**src/rtl/lcdt_pkg.sv**
```systemverilog
package lcdt_pkg;
  localparam int LINE_TS       = 9;
  localparam int SHIFT_LEAD_TS = 20;
  localparam int FRAME_HOLD_TS = 14;
  localparam int OVERHEAD_TS   = 33;
  localparam int SHIFT_START   = LINE_TS + SHIFT_LEAD_TS;
  localparam int FRAME_EDGE    = LINE_TS + FRAME_HOLD_TS;

  typedef struct packed {
    logic tick;      // pixel step ends this clock
    logic lineOn;
    logic frameOn;
    logic shiftOn;
    logic loadByte;
    logic modFlip;
  } lcdStrobe_t;
endpackage

```
**src/rtl/lcdt_ctrl.sv**
```systemverilog
module lcdt_ctrl
  import lcdt_pkg::*;
#(
  parameter int HD_W  = 7,
  parameter int HND_W = 5,
  parameter int V_W   = 10
) (
  input  logic             clk,
  input  logic             rst,
  input  logic [1:0]       divSel,
  input  logic [HD_W-1:0]  hdWidth,
  input  logic [HND_W-1:0] hndWidth,
  input  logic [V_W-1:0]   lineCount,
  output lcdStrobe_t       strobe,
  output logic             pixReq
);
  localparam int H_W = $clog2(((2**HD_W) + (2**HND_W)) * 8 + OVERHEAD_TS + 1);

  logic [1:0]       cfgDiv, divCnt;
  logic [HD_W-1:0]  cfgHd;
  logic [HND_W-1:0] cfgHnd;
  logic [V_W-1:0]   cfgLines, vCnt;
  logic [H_W-1:0]   hCnt, hdLen, hndLen, lastH, shiftOff;
  logic             inWindow, tick, lineEnd, frameEnd;

  assign hdLen    = (H_W'(cfgHd) + H_W'(1)) << 3;
  assign hndLen   = (H_W'(cfgHnd) + H_W'(1)) << 3;
  assign lastH    = hdLen + hndLen + H_W'(OVERHEAD_TS - 1);
  assign tick     = (divCnt == cfgDiv);
  assign lineEnd  = (hCnt == lastH);
  assign frameEnd = lineEnd && (vCnt == cfgLines);

  assign shiftOff = hCnt - H_W'(SHIFT_START);
  assign inWindow = (hCnt >= H_W'(SHIFT_START)) && (hCnt < H_W'(SHIFT_START) + hdLen);

  always_comb begin
    strobe.tick     = tick;
    strobe.lineOn   = hCnt < H_W'(LINE_TS);
    strobe.frameOn  = ((vCnt == '0) && (hCnt < H_W'(FRAME_EDGE))) ||
                      ((vCnt == cfgLines) && (hCnt >= H_W'(FRAME_EDGE)));
    strobe.shiftOn  = inWindow && !shiftOff[2];
    strobe.loadByte = inWindow && (shiftOff[2:0] == 3'd0);
    strobe.modFlip  = (vCnt == '0) && (hCnt == '0);
  end

  assign pixReq = tick && strobe.loadByte;

  always_ff @(posedge clk) begin
    if (rst) begin
      cfgDiv   <= divSel;
      cfgHd    <= hdWidth;
      cfgHnd   <= hndWidth;
      cfgLines <= lineCount;
      divCnt   <= '0;
      hCnt     <= '0;
      vCnt     <= '0;
    end else if (tick) begin
      divCnt <= '0;
      if (lineEnd) begin
        hCnt <= '0;
        if (frameEnd) begin
          vCnt     <= '0;
          cfgDiv   <= divSel;
          cfgHd    <= hdWidth;
          cfgHnd   <= hndWidth;
          cfgLines <= lineCount;
        end else begin
          vCnt <= vCnt + V_W'(1);
        end
      end else begin
        hCnt <= hCnt + H_W'(1);
      end
    end else begin
      divCnt <= divCnt + 2'd1;
    end
  end
endmodule

```
**src/rtl/lcdt_dpath.sv**
```systemverilog
module lcdt_dpath
  import lcdt_pkg::*;
#(
  parameter int PIX_W = 8
) (
  input  logic               clk,
  input  logic               rst,
  input  lcdStrobe_t         strobe,
  input  logic [PIX_W-1:0]   pixData,
  output logic               framePulse,
  output logic               linePulse,
  output logic               shiftClk,
  output logic               acBias,
  output logic [PIX_W/2-1:0] dataUpper,
  output logic [PIX_W/2-1:0] dataLower
);
  localparam int HALF = PIX_W / 2;

  always_ff @(posedge clk) begin
    if (rst) begin
      framePulse <= 1'b0;
      linePulse  <= 1'b0;
      shiftClk   <= 1'b0;
      acBias     <= 1'b0;
      dataUpper  <= '0;
      dataLower  <= '0;
    end else if (strobe.tick) begin
      framePulse <= strobe.frameOn;
      linePulse  <= strobe.lineOn;
      shiftClk   <= strobe.shiftOn;
      if (strobe.modFlip) acBias <= ~acBias;
      if (strobe.loadByte) begin
        dataUpper <= pixData[PIX_W-1:HALF];
        dataLower <= pixData[HALF-1:0];
      end
    end
  end
endmodule

```
**src/rtl/lcd_mono_timing.sv**
```systemverilog
module lcd_mono_timing
  import lcdt_pkg::*;
#(
  parameter int HD_W  = 7,
  parameter int HND_W = 5,
  parameter int V_W   = 10,
  parameter int PIX_W = 8
) (
  input  logic               clk,
  input  logic               rst,
  input  logic [1:0]         divSel,
  input  logic [HD_W-1:0]    hdWidth,
  input  logic [HND_W-1:0]   hndWidth,
  input  logic [V_W-1:0]     lineCount,
  output logic               pixReq,
  input  logic [PIX_W-1:0]   pixData,
  output logic               framePulse,
  output logic               linePulse,
  output logic               shiftClk,
  output logic               acBias,
  output logic [PIX_W/2-1:0] dataUpper,
  output logic [PIX_W/2-1:0] dataLower
);
  lcdStrobe_t strobe;

  lcdt_ctrl #(.HD_W(HD_W), .HND_W(HND_W), .V_W(V_W)) u_ctrl (
    .clk(clk), .rst(rst), .divSel(divSel), .hdWidth(hdWidth),
    .hndWidth(hndWidth), .lineCount(lineCount), .strobe(strobe), .pixReq(pixReq)
  );

  lcdt_dpath #(.PIX_W(PIX_W)) u_dpath (
    .clk(clk), .rst(rst), .strobe(strobe), .pixData(pixData),
    .framePulse(framePulse), .linePulse(linePulse), .shiftClk(shiftClk),
    .acBias(acBias), .dataUpper(dataUpper), .dataLower(dataLower)
  );
endmodule

```
**config.mk**
```make
export PLATFORM = sky130hd
export DESIGN_NAME = lcd_mono_timing
export DESIGN_NICKNAME = d
export VERILOG_FILES = /design/src/rtl/lcdt_pkg.sv /design/src/rtl/lcdt_ctrl.sv /design/src/rtl/lcdt_dpath.sv /design/src/rtl/lcd_mono_timing.sv
export SDC_FILE = /design/constraint.sdc
export NUM_CORES = 1
export LEC_CHECK = 0
export BUFFER_PORTS_ARGS = -buffer_cell sky130_fd_sc_hd__buf_2
export CAP_MARGIN = 20
export CORE_ASPECT_RATIO = 0.8
export CORE_MARGIN = 2
export CORE_UTILIZATION = 59
export CTS_CLUSTER_DIAMETER = 40
export CTS_CLUSTER_SIZE = 14
export DETAILED_ROUTE_END_ITERATION = 8
export HOLD_SLACK_MARGIN = 0.12
export PLACE_DENSITY = 0.81
export RECOVER_POWER = 25
export SLEW_MARGIN = 20
export SYNTH_ARGS = -nofsm -noshare
export SYNTH_HDL_FRONTEND = slang
export SYNTH_SLANG_ARGS = --single-unit
export TNS_END_PERCENT = 10
```
**constraint.sdc**
```tcl
create_clock -name clk -period 10.23 [get_ports clk]
set_clock_uncertainty 0.2 [all_clocks]
set_input_delay 0.5115 -clock clk [delete_from_list [all_inputs] [get_ports clk]]
set_output_delay 0.5115 -clock clk [all_outputs]
set_load 0.02 [all_outputs]
```
==> metrics.yaml <==
placed_design:
  hpwl_um: 5690
  placed_area_um2: 3870
  gp_congestion: 0.977
  pre_cts_ws_ns: 5.46
  numPortBuffers: 46
power:
  vdd_drop_max_mv: 0.0884
  p_leak_nw: 1.62
  switchingPower_mw: 0.168
  p_int_mw: 0.415
  sequentialPowerShare_pct: 45.4
  pwr_density_cell_nw_per_um2: 143
  swShare_pct: 28.8
  clockPowerShare_pct: 36.4
  comb_power_share_pct: 18.2
  p_total_mw: 0.583
synth:
  netlist.area_leader.share_pct: 20.0
  synth_seq_cells: 59
  netlist_instances: 374
  ys_types: 56
  avgSynthCellArea_um2: 9.63
  yosysWarnings: 0
  syn-num-nets: 437
  synthTopCellsByArea: "edfxtp_1, dfxtp_1, ha_1"
  yosysSeqAreaShare_pct: 39.5
  synth_area_um2: 3600
  synth_top_area_cell: "edfxtp_1"
global_route:
  grt_usage_pct: 25.0
  grt-ovfl-total: 0
  grt_pass1_wl_um: 13100
  antenna_found_initial: 0
  first_global_vias: 2824
  grt_max_degree: 30
cts:
  cts-buffers-inserted: 9
  clock_sinks: 59
  cts.clk_slew.worst_paths_ns: 0.07
  cts_root_buf: "clkbuf_8"
  htree_levels: 3
  post_cts_buffers: 0
  cts_tree: "yes"
  max-clock-path-buffers: 2
  insertion_delay_ns: 0.34
  post_cts_resize_count: 0
detailed_routing:
  antenna_left: 0
  dr.pass1.iters: 5
  wire_per_inst_um: 15.4
  vias_per_cell: 5.89
  drt-total-wl_um: 7810
  dr.first_iter.drc_count: 255
  vias: 2982
  route.detailed.drc: 0
sta:
  fmax_mhz: 225
  slew_viol_final: 0
  rsz0062_at_grt: "false"
  fin_ws_ns: 5.78
  tns_ns: 0
  tightest_slew_ns: 0.898
  finalHoldViolCount: 0
  finalSetupViolCount: 0
  finalCriticalPeriod_ns: 4.45
  slew_headroom_pct: 39.6
  finalCritPeriodShare_pct: 43.5
critical_path:
  r2r_cells: 11
  cp_slowest_cell: "and2_2"
  max_stage_delay_ns: 0.61
  critPathArrivalTime_ns: 4.22
  crit_family: "compound AO/OA/AOI/OAI gates"
  crit_type: "register to register"
  ff2ff_setup_slack_ns: 5.78
  cp-end-kind: "register"
  path_max_fanout: 24
  cp_common_cell: "ha_1"
  worstPathRequired_ns: 10.01
  worstPathCellList: "ha_1 > and3_2 > xor2_1 > ha_1 > ha_1 > nor2_1 > a211o_1 > a22oi_2 > o2111ai_4 > o31ai_4 > and2_2"
  r2r-start: "u_ctrl.cfgHd[0]"
  critPathBufInv: 0
  r2r_end: "u_ctrl.cfgHd[6]"
  critPathLaunchType: "register"
floorplan:
  fp-row-count: 25
  io_pins: 47
  initial_core_util_pct: 60.9
  die_y_um: 73.9
  core_area_um2: 5910
  fp.dieArea_um2: 6750
  dieWidth_um: 91.3
min_path:
  min_delay_path_depth: 1
  hold_class: "input port to register"
  hold_path_startpoint: "lineCount[5]"
  whs_endpoint: "u_ctrl.cfgLines[5]"
job:
  maxCapViolCount: 0
finish:
  most-common-layout-cells: "nand2_1, buf_2, dfxtp_1"
  fin_area_um2: 4080
  syn2layout_area_growth_pct: 13.2
  n_fill_cell: 455
  drive_gt1_share_pct: 17.4
  num-nets-final: 483
  antenna_cells: 0
  utilization_pct: 69.0
  final_common_cell: "nand2_1"
outcome:
  status: "complete, no violations"
synth_stat cells, drive strengths merged:
master / number
nand2: 49
dfxtp: 35
ha: 28
nor2: 28
xnor2: 28
edfxtp: 24
xor2: 17
inv: 15
nand3: 14
nor3: 12
a21oi: 11
o21ai: 11
mux2i: 9
clkbuf: 8
o2bb2ai: 8
nor4: 7
nand4: 6
a21o: 5
and3: 5
buf: 5
o211ai: 5
a2111oi: 4
and2: 4
nor2b: 4
a31oi: 3
and4: 3
o31ai: 3
or3: 3
nand2b: 2
nor3b: 2
o2111ai: 2
or2: 2
a211o: 1
a211oi: 1
a22oi: 1
dlygate4sd1: 1
fa: 1
nand3b: 1
o211a: 1
o21a: 1
o21bai: 1
o311ai: 1
o31a: 1
o41a: 1
area by class of cell:
| cell class | instances | area (µm²) | share of cell area (%) |
|---|---|---|---|
| repair buffers | 49 | 255 | 6.26 |
| well taps | 81 | 101 | 2.49 |
| multi-input cells | 286 | 2050 | 50.2 |
| clock buffers | 11 | 141 | 3.47 |
| flip-flops and latches | 59 | 1420 | 34.9 |
| clock inverters | 5 | 53.8 | 1.32 |
| inverters | 15 | 56.3 | 1.38 |
metrics by stage:
step / hold WS [ns] / instances
after CTS: 0.131 / 505
after global placement: 0.239 / 489
final: 0.141 / 506
after detailed placement: 0.249 / 489
after floorplan: 0.263 / 374
after global routing: 0.122 / 506
power groups by stage:
| stage | clock [mW] | sequential [mW] | combinational, mW |
|---|---|---|---|
| 6_report | 0.212 | 0.264 | 0.106 |
| 5_1_grt | 0.226 | 0.266 | 0.117 |
| 2_1_floorplan | 0 | 0.270 | 0.0787 |
| 3_5_place_dp | 0 | 0.269 | 0.104 |
| 4_1_cts | 0.215 | 0.264 | 0.105 |
| 3_3_place_gp | 0 | 0.269 | 0.100 |
repair_timing:
| item | in CTS | in global routing |
|---|---|---|
| hold buffers | 0 | 1 |
| hold endpoints to repair | 0 | 1 |
| endpoints found under the setup margin | 0 | 0 |
logic make-up (layout without fill, tap and decap cells):
group	after synthesis	in the layout	synth area share, %
DFF	59	59	39.5
adders and majority gates	29	29	10.3
AOI/OAI and AO/OA	61	61	13.0
and+or+nand+nor	142	142	20.1
xor gates and xnor gates	45	45	10.9
buffers and inverters	29	80	3.68
muxes	9	9	2.50
worst max path at each step:
stage	endpoint	cells past startpoint	startpoint
finish	u_ctrl.cfgHd[6]	11	u_ctrl.cfgHd[0]
global route	u_ctrl.cfgHnd[0]	11	u_ctrl.cfgHd[0]
CTS	u_ctrl.cfgHnd[1]	11	u_ctrl.cfgHd[0]
detailed placement	u_ctrl.cfgHd[6]	11	u_ctrl.cfgHd[0]
global placement	u_ctrl.cfgHd[5]	11	u_ctrl.cfgHd[0]
floorplan	u_ctrl.cfgDiv[0]	11	u_ctrl.cfgHd[0]
routing by layer:
| metal | part of all wire [%] | up-vias | global-route usage [%] |
|---|---|---|---|
| met4 | 2.2 | 0 | 10.9 |
| met2 | 42 | 145 | 36.5 |
| met1 | 48 | 1388 | 35.2 |
| li1 | - | 1429 | - |
| met5 | 0 | - | 0 |
| met3 | 8.1 | 20 | 6.36 |
state kept, by name (all words and copies together) (netlist names), 4 cells and up:
name / cells
u_ctrl.hCnt: 11
u_ctrl.cfgHnd: 5
u_dpath.dataLower: 4
u_ctrl.cfgHd: 7
u_dpath.dataUpper: 4
u_ctrl.cfgLines: 10
u_ctrl.vCnt: 10
Power figures use the tool's default switching activity.
